--- config.mk ---
export PLATFORM = sky130hd
export DESIGN_NAME = adaptive_route_sel
export DESIGN_NICKNAME = d
export VERILOG_FILES = /design/src/rtl/arsel_pkg.sv /design/src/rtl/arsel_prod_mask.sv /design/src/rtl/arsel_pick.sv /design/src/rtl/adaptive_route_sel.sv
export SDC_FILE = /design/constraint.sdc
export NUM_CORES = 1
export LEC_CHECK = 0
export ABC_AREA = 1
export BUFFER_PORTS_ARGS = -buffer_cell sky130_fd_sc_hd__buf_2
export CAP_MARGIN = 20
export CORE_ASPECT_RATIO = 1.1
export CORE_MARGIN = 2
export CORE_UTILIZATION = 25
export CTS_BUF_LIST = sky130_fd_sc_hd__clkbuf_2
export CTS_CLUSTER_DIAMETER = 50
export CTS_CLUSTER_SIZE = 10
export DETAILED_ROUTE_END_ITERATION = 12
export HOLD_SLACK_MARGIN = 0.02
export PLACE_DENSITY_LB_ADDON = 0.08
export SYNTH_ARGS = -nofsm -noshare
export SYNTH_HDL_FRONTEND = slang
export SYNTH_SLANG_ARGS = --single-unit
--- constraint.sdc ---
create_clock -name clk -period 0.8 [get_ports clk]
set_input_delay 0.08 -clock clk [delete_from_list [all_inputs] [get_ports clk]]
set_output_delay 0.08 -clock clk [all_outputs]
set_load 0.01 [all_outputs]
--- src/rtl/arsel_pkg.sv ---
package arsel_pkg;
   localparam int unsigned DIR_N    = 5;
   localparam int unsigned DIR_EXIT = 0;
   localparam int unsigned DIR_PY   = 1;
   localparam int unsigned DIR_PX   = 2;
   localparam int unsigned DIR_MY   = 3;
   localparam int unsigned DIR_MX   = 4;

   typedef logic [DIR_N-1:0] dir_vec_t;

   localparam dir_vec_t EXIT_ONLY = dir_vec_t'(1) << DIR_EXIT;
   localparam dir_vec_t MX_ONLY   = dir_vec_t'(1) << DIR_MX;
   localparam dir_vec_t X_PORTS   = (dir_vec_t'(1) << DIR_PX) | (dir_vec_t'(1) << DIR_MX);
   localparam dir_vec_t Y_PORTS   = (dir_vec_t'(1) << DIR_PY) | (dir_vec_t'(1) << DIR_MY);
endpackage

--- src/rtl/arsel_prod_mask.sv ---
module arsel_prod_mask
   import arsel_pkg::*;
#(
   parameter int unsigned OFS_W = 4
) (
   input  logic [OFS_W-1:0] dx,
   input  logic [OFS_W-1:0] dy,
   output dir_vec_t         mask
);
   localparam int unsigned AXES = 2;

   logic [AXES-1:0] nz;
   logic [AXES-1:0] neg;

   // axis 0 = X, axis 1 = Y
   for (genvar a = 0; a < AXES; a++) begin : g_axis
      logic [OFS_W-1:0] ofs;
      assign ofs    = (a == 0) ? dx : dy;
      assign nz[a]  = |ofs;
      assign neg[a] = ofs[OFS_W-1];
   end

   always_comb begin
      mask           = '0;
      mask[DIR_EXIT] = ~nz[0] & ~nz[1];
      mask[DIR_PX]   = nz[0] & ~neg[0];
      mask[DIR_MX]   = neg[0];
      mask[DIR_PY]   = nz[1] & ~neg[1];
      mask[DIR_MY]   = neg[1];
   end
endmodule

--- src/rtl/arsel_pick.sv ---
module arsel_pick
   import arsel_pkg::*;
#(
   parameter int unsigned QLEN_W     = 4,
   parameter bit          TIE_X_WINS = 1'b1
) (
   input  dir_vec_t          mask,
   input  logic              wf_en,
   input  logic [QLEN_W-1:0] q_py,
   input  logic [QLEN_W-1:0] q_px,
   input  logic [QLEN_W-1:0] q_my,
   input  logic [QLEN_W-1:0] q_mx,
   output dir_vec_t          pick
);
   logic              has_x;
   logic              has_y;
   logic              x_wins;
   logic [QLEN_W-1:0] qx;
   logic [QLEN_W-1:0] qy;

   assign has_x = |(mask & X_PORTS);
   assign has_y = |(mask & Y_PORTS);
   assign qx    = mask[DIR_PX] ? q_px : q_mx;
   assign qy    = mask[DIR_PY] ? q_py : q_my;

   if (TIE_X_WINS) begin : g_tie_x
      assign x_wins = (qx <= qy);
   end else begin : g_tie_y
      assign x_wins = (qx < qy);
   end

   always_comb begin
      if (mask[DIR_EXIT]) begin
         pick = EXIT_ONLY;
      end else if (has_x && has_y) begin
         if (wf_en && mask[DIR_MX]) begin
            pick = MX_ONLY;
         end else begin
            pick = x_wins ? (mask & X_PORTS) : (mask & Y_PORTS);
         end
      end else begin
         pick = mask;
      end
   end
endmodule

--- src/rtl/adaptive_route_sel.sv ---
module adaptive_route_sel
   import arsel_pkg::*;
#(
   parameter int unsigned OFS_W      = 4,
   parameter int unsigned QLEN_W     = 4,
   parameter bit          TIE_X_WINS = 1'b1
) (
   input  logic                     clk,
   input  logic                     rst_n,
   input  logic                     req_valid,
   input  logic signed [OFS_W-1:0]  dx,
   input  logic signed [OFS_W-1:0]  dy,
   input  logic                     west_first_en,
   input  logic [QLEN_W-1:0]        qlen_py,
   input  logic [QLEN_W-1:0]        qlen_px,
   input  logic [QLEN_W-1:0]        qlen_my,
   input  logic [QLEN_W-1:0]        qlen_mx,
   output logic [4:0]               sel_dir
);
   if (OFS_W < 2) begin : g_bad_ofs
      $error("adaptive_route_sel: OFS_W must be at least 2");
   end
   if (QLEN_W < 1) begin : g_bad_qlen
      $error("adaptive_route_sel: QLEN_W must be at least 1");
   end

   dir_vec_t prod_mask;
   dir_vec_t pick;
   dir_vec_t sel_q;

   arsel_prod_mask #(.OFS_W(OFS_W)) u_mask (
      .dx   (dx),
      .dy   (dy),
      .mask (prod_mask)
   );

   arsel_pick #(.QLEN_W(QLEN_W), .TIE_X_WINS(TIE_X_WINS)) u_pick (
      .mask  (prod_mask),
      .wf_en (west_first_en),
      .q_py  (qlen_py),
      .q_px  (qlen_px),
      .q_my  (qlen_my),
      .q_mx  (qlen_mx),
      .pick  (pick)
   );

   always_ff @(posedge clk or negedge rst_n) begin
      if (!rst_n) begin
         sel_q <= '0;
      end else begin
         sel_q <= req_valid ? pick : '0;
      end
   end

   assign sel_dir = sel_q;
endmodule

==> impl_metrics.prom, run 1 <==
# TYPE chip_impl_metric gauge
chip_impl_metric{name="dp.cells",unit=""} 123
chip_impl_info{name="startpoint",value="dy[0]"} 1
chip_impl_metric{name="cp.arrival",unit="ps"} 1350
chip_impl_metric{name="clock_share_of_power",unit="%"} 21.8
chip_impl_metric{name="die_height",unit="um"} 48.8
chip_impl_metric{name="insertedDiodeCount",unit=""} 0
chip_impl_metric{name="cts.sink_count",unit=""} 5
chip_impl_metric{name="via_per_inst",unit=""} 4.46
chip_impl_info{name="tritoncts",value="yes"} 1
chip_impl_metric{name="power.combinational.fraction",unit="%"} 52.1
chip_impl_metric{name="route.vias.total",unit=""} 580
chip_impl_metric{name="netlist-cell-type-count",unit=""} 15
chip_impl_metric{name="initialDrtViolationCount",unit=""} 3
chip_impl_info{name="hold_start",value="req_valid"} 1
chip_impl_info{name="yosys-top-cells-count",value="sky130_fd_sc_hd__nand2_1, sky130_fd_sc_hd__inv_1, sky130_fd_sc_hd__nand3_1, sky130_fd_sc_hd__dfrtp_1"} 1
chip_impl_metric{name="syn_to_final_growth",unit="%"} 119
chip_impl_metric{name="final_hold_vios",unit=""} 0
chip_impl_info{name="hold_class",value="input port to flop"} 1
chip_impl_metric{name="largest_reg_flops",unit=""} 5
chip_impl_metric{name="place.port_buffers",unit=""} 32
chip_impl_metric{name="drc_violation_count_after_routing",unit=""} 0
chip_impl_metric{name="worst_vdd_drop",unit="mV"} 0.421
chip_impl_metric{name="residual_antenna_violating_net_count_after_detailed_routing",unit=""} 0
chip_impl_info{name="yosysTopAreaCell",value="sky130_fd_sc_hd__dfrtp_1"} 1
chip_impl_metric{name="fp.coreArea",unit="sq um"} 1740
chip_impl_metric{name="sequentialPowerShare",unit="%"} 26.1
chip_impl_metric{name="p_sw",unit="mW"} 0.357
chip_impl_metric{name="dp_hpwl",unit="um"} 873
chip_impl_info{name="yosysMostFrequentCell",value="sky130_fd_sc_hd__nand2_1"} 1
chip_impl_info{name="ys_top_cells_by_area",value="sky130_fd_sc_hd__dfrtp_1, sky130_fd_sc_hd__nand2_1, sky130_fd_sc_hd__ha_1"} 1
chip_impl_metric{name="wire_length_of_the_first_global_routing_pass",unit="um"} 1940
chip_impl_metric{name="maxSlewViolCount",unit=""} 0
chip_impl_metric{name="route.detailed.wl_per_inst",unit="um"} 8.52
chip_impl_metric{name="gpl.final_weighted_congestion",unit=""} 0.651
chip_impl_metric{name="netlist_area",unit="sq um"} 455
chip_impl_info{name="worst_path_max_delay_cell",value="sky130_fd_sc_hd__mux2i_4"} 1
chip_impl_metric{name="power_report.internal_total",unit="mW"} 0.680
chip_impl_metric{name="pre_cts_slack",unit="ps"} -796
chip_impl_info{name="run_status",value="finished, violations left"} 1
chip_impl_metric{name="instances_no_fill",unit=""} 130
chip_impl_metric{name="clk_path_buf_depth",unit=""} 2
chip_impl_metric{name="seq_area_frac_synth",unit="%"} 27.5
chip_impl_metric{name="synth.avg_cell_area",unit="sq um"} 7.01
chip_impl_info{name="start_kind",value="input port"} 1
chip_impl_metric{name="fill_cells",unit=""} 167
chip_impl_metric{name="ys_ff_latch",unit=""} 5
chip_impl_metric{name="cts-htree-levels",unit=""} 1
chip_impl_metric{name="antenna_found_initial",unit=""} 0
chip_impl_metric{name="starting_density_of_the_core",unit="%"} 26.1
chip_impl_metric{name="edff_count_synth",unit=""} 0
chip_impl_metric{name="netlist_instances",unit=""} 65
chip_impl_metric{name="grt_pass1_vias",unit=""} 523
chip_impl_metric{name="multi_input_combinational_cell_area",unit="sq um"} 469
chip_impl_metric{name="power_leakage",unit="nW"} 0.512
chip_impl_metric{name="setup_violations",unit=""} 4
chip_impl_metric{name="firstDrtPassIters",unit=""} 3
chip_impl_metric{name="critical_path_peak_fanout",unit=""} 4
chip_impl_info{name="critical_path_class",value="input port to flop"} 1
chip_impl_metric{name="powerDensity",unit="nW/um^2"} 1040
chip_impl_info{name="grt_setup_unrepaired",value="yes"} 1
chip_impl_metric{name="worstMarginPinSlew",unit="ps"} 169
chip_impl_metric{name="remaining_global_route_overflow",unit=""} 0
chip_impl_metric{name="final_min_period_over_clock_period",unit="%"} 156
chip_impl_metric{name="power.switching_fraction",unit="%"} 34.4
chip_impl_metric{name="drive_above_1_share",unit="%"} 75.0
chip_impl_metric{name="max_stage_delay",unit="ps"} 250
chip_impl_info{name="worst_setup_path_end_kind",value="flop"} 1
chip_impl_metric{name="post-synth-top-area-fraction",unit="%"} 27.5
chip_impl_metric{name="final_nets",unit=""} 145
chip_impl_info{name="crit_chain",value="buf_6 > nor2_4 > nand2_4 > nand2_8 > mux2i_4 > ha_4 > buf_4 > nand3_4 > nand2_1 > nor2_1 > nor2_1"} 1
chip_impl_metric{name="fmax",unit="GHz"} 0.803
chip_impl_info{name="failed_checks",value="negative setup slack"} 1
chip_impl_metric{name="yosys_warnings",unit=""} 0
chip_impl_info{name="synth_ff_type",value="sky130_fd_sc_hd__dfrtp_1"} 1
chip_impl_metric{name="seq_area",unit="sq um"} 125
chip_impl_metric{name="fp-row-count",unit=""} 16
chip_impl_metric{name="cp.required",unit="ps"} 900
chip_impl_metric{name="cts-buffers-inserted",unit=""} 3
chip_impl_info{name="root_buffer",value="sky130_fd_sc_hd__clkbuf_2"} 1
chip_impl_metric{name="design.die.area",unit="sq um"} 2180
chip_impl_metric{name="finalPower",unit="mW"} 1.04
chip_impl_metric{name="global_route.usage.total",unit="%"} 11.8
chip_impl_metric{name="clock_transition_at_the_registers_of_the_reported_paths",unit="ps"} 50
chip_impl_metric{name="relSlewSlack",unit="%"} 88.5
chip_impl_metric{name="ioPinCount",unit=""} 33
chip_impl_metric{name="fin_tns_setup",unit="ps"} -1720
chip_impl_metric{name="mappedNetlistNets",unit=""} 97
chip_impl_metric{name="route.final.wire_length",unit="um"} 1110
chip_impl_metric{name="fin_ws",unit="ps"} -445
chip_impl_metric{name="drv_cap",unit=""} 0
chip_impl_metric{name="grt_start_max_net_pins",unit=""} 7
chip_impl_metric{name="timing.final.crit_period",unit="ps"} 1240
chip_impl_info{name="critical_path.most_common_cell",value="sky130_fd_sc_hd__nor2_1"} 1
chip_impl_metric{name="fp.dieW",unit="um"} 44.7
chip_impl_metric{name="asyncSetResetFlopFracSynth",unit="%"} 100
==> stage by stage <==
stage | utilization [%] | hold slack [ps] | cell area, sq um
finish | 57.3 | 140 | 998
global route | 57.3 | 135 | 998
CTS | 49.8 | 123 | 867
floorplan | - | -216 | 512
detailed placement | 43.3 | -106 | 754
global placement | 43.3 | -105 | 754
==> path summary, 6_finish.rpt <==
kind,end,slack (ps),depth (start not counted)
max,sel_dir[4]$_DFF_PN0_,-440,11
min,sel_dir[2]$_DFF_PN0_,140,3
max in group asynchronous,sel_dir[2]$_DFF_PN0_,470,2
min in group asynchronous,sel_dir[0]$_DFF_PN0_,200,2
==> layer usage <==
| layer | GRT usage (%) | routed length, um | vias to the layer above |
|---|---|---|---|
| li1 | - | - | 299 |
| met4 | 7.58 | 10 | 0 |
| met2 | 19.8 | 620 | 18 |
| met5 | 0 | 0 | - |
| met1 | 13.4 | 410 | 261 |
| met3 | 1.49 | 67 | 2 |
==> cell type report <==
type                    count  area share [%]
multi-input cells          49            47.0
well taps                  18            2.26
clock buffers               4            2.01
repair buffers             43            29.3
flip-flops and latches      5            12.5
inverters                  11            6.89
==> critical path: cells and delay by family <==
kind	cells	cell delay (ps)
buffers and inverters	2	220
multiplexers	1	250
adder cells (fa/ha/maj)	1	230
AND/OR/NAND/NOR	7	560
==> cells in the final DEF, fill, tap and decap left out <==
cell                            synthesis  routed
sky130_fd_sc_hd__nand3_1                6       2
sky130_fd_sc_hd__dlygate4sd3_1          0       1
sky130_fd_sc_hd__ha_4                   0       3
sky130_fd_sc_hd__inv_2                  2       2
sky130_fd_sc_hd__a21oi_2                0       3
sky130_fd_sc_hd__nand3_4                0       1
sky130_fd_sc_hd__clkinvlp_4             0       1
sky130_fd_sc_hd__nor2_1                 4       2
sky130_fd_sc_hd__nand2_1               21      10
sky130_fd_sc_hd__o21ai_2                1       1
sky130_fd_sc_hd__inv_1                  9       4
sky130_fd_sc_hd__buf_4                  0      10
sky130_fd_sc_hd__nand3_2                0       3
sky130_fd_sc_hd__buf_6                  0       6
sky130_fd_sc_hd__nand2_4                0       2
sky130_fd_sc_hd__inv_16                 0       1
sky130_fd_sc_hd__nand2_8                0       1
sky130_fd_sc_hd__nor2_4                 0       2
sky130_fd_sc_hd__nor3b_1                1       1
sky130_fd_sc_hd__mux2i_4                0       3
sky130_fd_sc_hd__or2_1                  1       1
sky130_fd_sc_hd__ha_1                   4       1
sky130_fd_sc_hd__buf_2                  0      25
sky130_fd_sc_hd__buf_8                  0       1
sky130_fd_sc_hd__inv_4                  0       3
sky130_fd_sc_hd__nand2_2                3      11
sky130_fd_sc_hd__clkbuf_2               0       4
sky130_fd_sc_hd__nand3b_1               1       1
sky130_fd_sc_hd__dfrtp_1                5       5
sky130_fd_sc_hd__nand4_4                1       1
==> power by group through the flow <==
stage          registers [mW]  logic, mW  clock network (mW)
3_3_place_gp            0.275      0.357                   0
3_5_place_dp            0.275      0.361                   0
4_1_cts                 0.270      0.435               0.242
2_1_floorplan           0.285      0.187                   0
5_1_grt                 0.272      0.600               0.246
6_report                0.270      0.541               0.226
==> logic make-up (layout without fill, tap and decap cells) <==
kind of cell | Yosys count | count (layout) | share of synthesized area [%]
simple gates | 38 | 38 | 40.7
buf+inv | 11 | 58 | 9.07
flops | 5 | 5 | 27.5
fa+ha+maj | 4 | 4 | 11.0
compound gates | 4 | 4 | 5.22
mux | 3 | 3 | 6.59
==> timing repair <==
action                                 in CTS  in global routing
pin swaps                                  11                 14
gates resized for setup                    18                 23
setup endpoints to repair                   4                  7
setup buffers                               1                  1
endpoints found under the hold margin       5                  0
hold buffers                                1                  0
No activity file was read; power rests on OpenSTA's default activity.
==> run 2, diff against run 1 <==
--- a/config.mk
+++ b/config.mk
@@ -15,8 +15,8 @@
 export CTS_CLUSTER_DIAMETER = 50
 export CTS_CLUSTER_SIZE = 10
 export DETAILED_ROUTE_END_ITERATION = 12
-export HOLD_SLACK_MARGIN = 0.02
 export PLACE_DENSITY_LB_ADDON = 0.08
+export RECOVER_POWER = 100
 export SYNTH_ARGS = -nofsm -noshare
 export SYNTH_HDL_FRONTEND = slang
 export SYNTH_SLANG_ARGS = --single-unit
==> run 2 against run 1 <==
- the run still ends with negative setup slack left
- combinational power about the same
- sequential power hardly changed
- maximum frequency did not move
- via count unchanged
- routed wire length is 0.18% lower
- utilization fell by 0.072 points
- clock power is essentially flat
- cell area down 0.13%
- critical path depth stayed put
- first-iteration DRC count is the same
- sequential share of layout area barely moved
- non-clock buffer count unchanged
==> impl_metrics.prom, run 2 (synthesized netlist as in run 1, its figures left out) <==
# TYPE chip_impl_metric gauge
chip_impl_metric{name="fill_cells",unit=""} 168
chip_impl_metric{name="cts-htree-levels",unit=""} 1
chip_impl_info{name="critical_path_class",value="input port to flop"} 1
chip_impl_metric{name="fin_ws",unit="ps"} -445
chip_impl_metric{name="place.port_buffers",unit=""} 32
chip_impl_metric{name="final_hold_vios",unit=""} 0
chip_impl_metric{name="final_min_period_over_clock_period",unit="%"} 156
chip_impl_metric{name="syn_to_final_growth",unit="%"} 119
chip_impl_metric{name="insertedDiodeCount",unit=""} 0
chip_impl_metric{name="final_nets",unit=""} 145
chip_impl_info{name="start_kind",value="input port"} 1
chip_impl_metric{name="critical_path_cell_count",unit=""} 11
chip_impl_metric{name="design.die.area",unit="sq um"} 2180
chip_impl_metric{name="maxSlewViolCount",unit=""} 0
chip_impl_info{name="final_common_cell",value="sky130_fd_sc_hd__buf_2"} 1
chip_impl_metric{name="dp.cells",unit=""} 123
chip_impl_metric{name="relSlewSlack",unit="%"} 83.9
chip_impl_metric{name="die_height",unit="um"} 48.8
chip_impl_metric{name="fp.dieW",unit="um"} 44.7
chip_impl_metric{name="postLayoutCellArea",unit="sq um"} 997
chip_impl_metric{name="cp.required",unit="ps"} 900
chip_impl_metric{name="grt_pass1_vias",unit=""} 523
chip_impl_metric{name="grt_start_max_net_pins",unit=""} 7
chip_impl_metric{name="worstMarginPinSlew",unit="ps"} 242
chip_impl_metric{name="fp-row-count",unit=""} 16
chip_impl_info{name="worst_setup_path_end_kind",value="flop"} 1
chip_impl_metric{name="fmax",unit="GHz"} 0.803
chip_impl_metric{name="fp.coreArea",unit="sq um"} 1740
chip_impl_metric{name="dp_hpwl",unit="um"} 873
chip_impl_metric{name="instances_no_fill",unit=""} 130
chip_impl_info{name="hold_class",value="input port to flop"} 1
chip_impl_metric{name="global_route.usage.total",unit="%"} 11.8
chip_impl_metric{name="gpl.final_weighted_congestion",unit=""} 0.651
chip_impl_info{name="crit_chain",value="buf_6 > nor2_4 > nand2_4 > nand2_8 > mux2i_4 > ha_4 > buf_4 > nand3_4 > nand2_1 > nor2_1 > nor2_1"} 1
chip_impl_info{name="grt_setup_unrepaired",value="yes"} 1
chip_impl_metric{name="route.vias.total",unit=""} 580
chip_impl_info{name="worst_path_max_delay_cell",value="sky130_fd_sc_hd__mux2i_4"} 1
chip_impl_metric{name="starting_density_of_the_core",unit="%"} 26.1
chip_impl_metric{name="drv_cap",unit=""} 0
chip_impl_metric{name="timing.final.crit_period",unit="ps"} 1240
chip_impl_info{name="tritoncts",value="yes"} 1
chip_impl_metric{name="ioPinCount",unit=""} 33
chip_impl_metric{name="seq_area",unit="sq um"} 125
chip_impl_metric{name="route.detailed.wl_per_inst",unit="um"} 8.51
chip_impl_metric{name="largest_reg_flops",unit=""} 5
chip_impl_metric{name="multi_input_combinational_cell_area",unit="sq um"} 469
chip_impl_metric{name="placed_area",unit="sq um"} 754
chip_impl_metric{name="drc_violation_count_after_routing",unit=""} 0
chip_impl_metric{name="drive_above_1_share",unit="%"} 74.1
chip_impl_metric{name="remaining_global_route_overflow",unit=""} 0
chip_impl_metric{name="critical_path.n_buffers_inverters",unit=""} 2
chip_impl_metric{name="powerDensity",unit="nW/um^2"} 1040
chip_impl_metric{name="cts-buffers-inserted",unit=""} 3
chip_impl_metric{name="clk_path_buf_depth",unit=""} 2
chip_impl_metric{name="residual_antenna_violating_net_count_after_detailed_routing",unit=""} 0
chip_impl_info{name="failed_checks",value="negative setup slack"} 1
chip_impl_metric{name="firstDrtPassIters",unit=""} 3
chip_impl_metric{name="clock_transition_at_the_registers_of_the_reported_paths",unit="ps"} 50
chip_impl_metric{name="initialDrtViolationCount",unit=""} 3
chip_impl_metric{name="route.final.wire_length",unit="um"} 1110
chip_impl_info{name="critical_path.top_delay_family",value="simple AND/OR/NAND/NOR gates"} 1
chip_impl_metric{name="via_per_inst",unit=""} 4.46
chip_impl_metric{name="power_leakage",unit="nW"} 0.509
chip_impl_metric{name="worst_vdd_drop",unit="mV"} 0.421
chip_impl_metric{name="hold-worst-slack",unit="ps"} 140
chip_impl_metric{name="fin_tns_setup",unit="ps"} -1720
chip_impl_metric{name="setup_violations",unit=""} 4
chip_impl_metric{name="critical_path_peak_fanout",unit=""} 4
chip_impl_metric{name="cts.sink_count",unit=""} 5
chip_impl_info{name="layout_common_cells",value="sky130_fd_sc_hd__buf_2, sky130_fd_sc_hd__nand2_2, sky130_fd_sc_hd__nand2_1, sky130_fd_sc_hd__buf_4, sky130_fd_sc_hd__buf_6"} 1
chip_impl_info{name="run_status",value="finished, violations left"} 1
chip_impl_metric{name="max_stage_delay",unit="ps"} 250
chip_impl_metric{name="cp.arrival",unit="ps"} 1350
chip_impl_metric{name="wire_length_of_the_first_global_routing_pass",unit="um"} 1940
chip_impl_metric{name="hold_path_depth",unit=""} 3
chip_impl_info{name="worst_hold_path.endpoint",value="sel_dir[2]$_DFF_PN0_"} 1
chip_impl_info{name="critical_path.most_common_cell",value="sky130_fd_sc_hd__nor2_1"} 1
chip_impl_metric{name="post-route-util",unit="%"} 57.3
chip_impl_metric{name="antenna_found_initial",unit=""} 0
chip_impl_info{name="hold_start",value="req_valid"} 1
chip_impl_info{name="root_buffer",value="sky130_fd_sc_hd__clkbuf_2"} 1
[run 2: changes by cell type in the layout (fill, tap and decap cells not counted)]
cell	change
sky130_fd_sc_hd__clkbuf_1	+1
sky130_fd_sc_hd__buf_2	-1
[run 2: repair_timing]
item | CTS | global route
resized for setup | 18 | 23
setup endpoints to repair | 4 | 7
hold buffers | 1 | 0
endpoints found under the hold margin | 5 | 0
cloned | 0 | 0
pin swaps | 11 | 14
setup buffers | 1 | 1
[run 2: final cells by class]
class	instances	area share (%)
Tap cell	18	2.26
Clock buffer	4	2.01
Multi-Input combinational cell	49	47.1
Timing Repair Buffer	43	29.2
Inverter	11	6.90
Sequential cell	5	12.5
[run 2: per-layer routing]
| layer | share of wire, % | global-route usage [%] | vias to the layer above | wire length, um |
|---|---|---|---|---|
| met2 | 56 | 19.8 | 18 | 620 |
| met3 | 6.1 | 1.49 | 2 | 67 |
| met4 | 0.90 | 7.58 | 0 | 10 |
| met1 | 37 | 13.4 | 261 | 408 |
| li1 | - | - | 299 | - |
| met5 | 0 | 0 | - | 0 |
[run 2: worst max path at each step]
stage / to / from / slack (ps)
floorplan: sel_dir[1]$_DFF_PN0_ / dx[3] / -490
global placement: sel_dir[1]$_DFF_PN0_ / dx[3] / -780
detailed placement: sel_dir[1]$_DFF_PN0_ / dx[3] / -800
CTS: sel_dir[4]$_DFF_PN0_ / dx[2] / -440
global route: sel_dir[4]$_DFF_PN0_ / dx[2] / -530
finish: sel_dir[4]$_DFF_PN0_ / dy[0] / -440
[run 2: power by group]
group | internal (mW) | total, mW | switching [mW]
clock network | 0.132 | 0.226 | 0.0941
logic | 0.279 | 0.540 | 0.261
registers | 0.268 | 0.270 | 0.00245
[run 2: per-stage QoR]
stage	setup WS (ps)	power, mW
finish	-445	1.04
global route	-534	1.12
CTS	-438	0.947
detailed placement	-796	0.635
global placement	-776	0.632
floorplan	-492	0.472
==> run 3, diff against run 2 <==
--- a/config.mk
+++ b/config.mk
@@ -7,7 +7,7 @@
 export LEC_CHECK = 0
 export ABC_AREA = 1
 export BUFFER_PORTS_ARGS = -buffer_cell sky130_fd_sc_hd__buf_2
-export CAP_MARGIN = 20
+export CAP_MARGIN = 40
 export CORE_ASPECT_RATIO = 1.1
 export CORE_MARGIN = 2
 export CORE_UTILIZATION = 25
@@ -16,7 +16,7 @@
 export CTS_CLUSTER_SIZE = 10
 export DETAILED_ROUTE_END_ITERATION = 12
 export PLACE_DENSITY_LB_ADDON = 0.08
-export RECOVER_POWER = 100
+export RECOVER_POWER = 50
 export SYNTH_ARGS = -nofsm -noshare
 export SYNTH_HDL_FRONTEND = slang
 export SYNTH_SLANG_ARGS = --single-unit
==> constraint.sdc (replaced) <==
create_clock -name clk -period 0.8 [get_ports clk]
set_input_delay 0.16 -clock clk [delete_from_list [all_inputs] [get_ports clk]]
set_output_delay 0.16 -clock clk [all_outputs]
set_load 0.01 [all_outputs]
==> run 3 against run 2 <==
- the flow still finishes with violations (negative setup slack)
- power grew 0.24%
- critical endpoint unchanged
- critical path depth is 4 higher
- sequential cell count stayed put
- sequential share of layout area about the same
- combinational power is essentially flat
- global-route usage rose by 0.98 points
==> impl_metrics.prom, run 3 (synthesized netlist as in run 1, its figures left out) <==
# TYPE chip_impl_metric gauge
chip_impl_info{name="critical_path_class",value="input port to flop"} 1
chip_impl_metric{name="relSlewSlack",unit="%"} 83.8
chip_impl_info{name="layout_common_cells",value="sky130_fd_sc_hd__buf_2, sky130_fd_sc_hd__nand2_2, sky130_fd_sc_hd__nand2_1"} 1
chip_impl_metric{name="firstDrtPassIters",unit=""} 1
chip_impl_metric{name="fill_cells",unit=""} 168
chip_impl_metric{name="clk_path_buf_depth",unit=""} 2
chip_impl_info{name="failed_checks",value="negative setup slack"} 1
chip_impl_metric{name="antenna_found_initial",unit=""} 0
chip_impl_metric{name="worstMarginPinSlew",unit="ps"} 243
chip_impl_info{name="tritoncts",value="yes"} 1
chip_impl_metric{name="fin_ws",unit="ps"} -558
chip_impl_metric{name="fp-row-count",unit=""} 16
chip_impl_metric{name="via_per_inst",unit=""} 4.49
chip_impl_metric{name="fmax",unit="GHz"} 0.736
chip_impl_metric{name="critical_path_peak_fanout",unit=""} 5
chip_impl_metric{name="setup_violations",unit=""} 9
chip_impl_metric{name="route.detailed.wl_per_inst",unit="um"} 8.99
chip_impl_metric{name="power_leakage",unit="nW"} 0.516
chip_impl_metric{name="maxSlewViolCount",unit=""} 0
chip_impl_info{name="grt_setup_unrepaired",value="yes"} 1
chip_impl_metric{name="grt_start_max_net_pins",unit=""} 7
chip_impl_metric{name="worst_vdd_drop",unit="mV"} 0.394
chip_impl_metric{name="dp.cells",unit=""} 122
chip_impl_metric{name="sequentialPowerShare",unit="%"} 26.0
chip_impl_metric{name="pre_cts_slack",unit="ps"} -872
chip_impl_metric{name="route.final.wire_length",unit="um"} 1170
chip_impl_metric{name="wire_length_of_the_first_global_routing_pass",unit="um"} 2090
chip_impl_metric{name="initialDrtViolationCount",unit=""} 0
chip_impl_metric{name="fp.dieW",unit="um"} 44.7
chip_impl_metric{name="insertedDiodeCount",unit=""} 0
chip_impl_info{name="start_kind",value="input port"} 1
chip_impl_info{name="crit_chain",value="buf_12 > inv_16 > nand4_4 > nand2_4 > inv_4 > nand2_2 > nand2_2 > ha_4 > nand2_2 > inv_2 > nand2_2 > nand2_2 > nand2_1 > nor2_1 > nor2_1"} 1
chip_impl_info{name="startpoint",value="dx[3]"} 1
chip_impl_metric{name="cp.required",unit="ps"} 910
chip_impl_metric{name="powerDensity",unit="nW/um^2"} 1040
chip_impl_metric{name="grt_pass1_vias",unit=""} 555
chip_impl_metric{name="place.port_buffers",unit=""} 32
chip_impl_info{name="critPathCapture",value="sel_dir[4]$_DFF_PN0_"} 1
chip_impl_metric{name="global_route.usage.total",unit="%"} 12.8
chip_impl_info{name="root_buffer",value="sky130_fd_sc_hd__clkbuf_2"} 1
chip_impl_metric{name="dp_hpwl",unit="um"} 889
chip_impl_metric{name="largest_reg_flops",unit=""} 5
chip_impl_metric{name="instances_no_fill",unit=""} 130
chip_impl_info{name="critical_path.most_common_cell",value="sky130_fd_sc_hd__nand2_2"} 1
chip_impl_metric{name="timing.final.crit_period",unit="ps"} 1360
chip_impl_metric{name="clock_transition_at_the_registers_of_the_reported_paths",unit="ps"} 50
chip_impl_info{name="hold_class",value="input port to flop"} 1
chip_impl_metric{name="gpl.final_weighted_congestion",unit=""} 0.648
chip_impl_metric{name="route.vias.total",unit=""} 584
chip_impl_metric{name="power.combinational.fraction",unit="%"} 51.9
chip_impl_metric{name="ioPinCount",unit=""} 33
chip_impl_metric{name="residual_antenna_violating_net_count_after_detailed_routing",unit=""} 0
chip_impl_metric{name="drv_cap",unit=""} 0
chip_impl_metric{name="die_height",unit="um"} 48.8
chip_impl_metric{name="max_stage_delay",unit="ps"} 260
chip_impl_metric{name="drc_violation_count_after_routing",unit=""} 0
chip_impl_info{name="worst_path_max_delay_cell",value="sky130_fd_sc_hd__ha_4"} 1
chip_impl_metric{name="power.switching_fraction",unit="%"} 34.8
chip_impl_metric{name="cts.sink_count",unit=""} 5
chip_impl_metric{name="p_sw",unit="mW"} 0.361
chip_impl_metric{name="cp.arrival",unit="ps"} 1470
chip_impl_metric{name="syn_to_final_growth",unit="%"} 119
chip_impl_metric{name="drive_above_1_share",unit="%"} 75.0
chip_impl_metric{name="starting_density_of_the_core",unit="%"} 26.1
chip_impl_metric{name="clock_share_of_power",unit="%"} 22.1
chip_impl_info{name="worst_setup_path_end_kind",value="flop"} 1
chip_impl_metric{name="design.die.area",unit="sq um"} 2180
chip_impl_metric{name="final_nets",unit=""} 145
chip_impl_info{name="run_status",value="finished, violations left"} 1
chip_impl_metric{name="final_hold_vios",unit=""} 0
chip_impl_info{name="final_common_cell",value="sky130_fd_sc_hd__buf_2"} 1
chip_impl_metric{name="cts-buffers-inserted",unit=""} 3
chip_impl_metric{name="cts-htree-levels",unit=""} 1
chip_impl_metric{name="fp.coreArea",unit="sq um"} 1740
chip_impl_metric{name="final_min_period_over_clock_period",unit="%"} 170
chip_impl_metric{name="power_report.internal_total",unit="mW"} 0.678
chip_impl_metric{name="remaining_global_route_overflow",unit=""} 0
run 3: layout make-up:
type                       count  area [sq um]  area share [%]
multi-input combinational     49           465            46.7
sequential                     5           125            12.6
inverter                      11          65.1            6.53
timing repair buffer          43           298            29.9
tap                           18          22.5            2.26
clock buffer                   4          20.0            2.01
run 3: power by group through the flow:
stage                     logic, mW  clock network, mW  registers [mW]
after floorplan               0.187                  0           0.285
after global placement        0.353                  0           0.275
after detailed placement      0.355                  0           0.275
after CTS                     0.497              0.245           0.270
after global routing          0.594              0.253           0.272
final                         0.539              0.229           0.270
run 3: metrics by stage:
| step | hold slack, ps | setup TNS [ps] | power, mW | util, % | cell area (sq um) |
|---|---|---|---|---|---|
| 2_1_floorplan | -136 | -2260 | 0.472 | - | 512 |
| 3_3_place_gp | -24.9 | -3570 | 0.628 | 42.9 | 747 |
| 3_5_place_dp | -24.5 | -3590 | 0.630 | 42.9 | 747 |
| 4_1_cts | 198 | -2330 | 1.01 | 54.2 | 945 |
| 5_1_grt | 214 | -2950 | 1.12 | 57.2 | 996 |
| 6_report | 210 | -2390 | 1.04 | 57.2 | 996 |
run 3: critical path: cells and delay by family:
family	cells	cell delay (ps)
buffers and inverters	4	290
adder cells (fa/ha/maj)	1	260
AND/OR/NAND/NOR	10	750
run 3: how the worst min path moves through the flow:
| stage | from | end | slack [ps] | cells past startpoint |
|---|---|---|---|---|
| after floorplan | rst_n | sel_dir[0]$_DFF_PN0_ | -140 | 0 |
| after global placement | rst_n | sel_dir[4]$_DFF_PN0_ | -20 | 1 |
| after detailed placement | rst_n | sel_dir[0]$_DFF_PN0_ | -20 | 1 |
| after CTS | req_valid | sel_dir[4]$_DFF_PN0_ | 200 | 3 |
| after global routing | req_valid | sel_dir[2]$_DFF_PN0_ | 210 | 3 |
| final | req_valid | sel_dir[2]$_DFF_PN0_ | 210 | 3 |
run 3: per-layer routing:
layer  routed length (um)  share of wire, %  vias to the layer above  global-route usage (%)
li1                     -                 -                      300                       -
met1                  419                36                      260                    13.9
met2                  642                55                       20                    21.7
met3                   82               7.0                        4                    1.49
met4                   25               2.1                        0                    9.09
met5                    0                 0                        -                       0
run 3: timing repair:
item                                    4_1_cts  5_1_grt
endpoints found under the setup margin        9       10
pin swaps                                    21       16
hold buffers                                  1        0
buffers inserted                              3        0
gates resized for setup                      30       13
hold endpoints to repair                      5        0
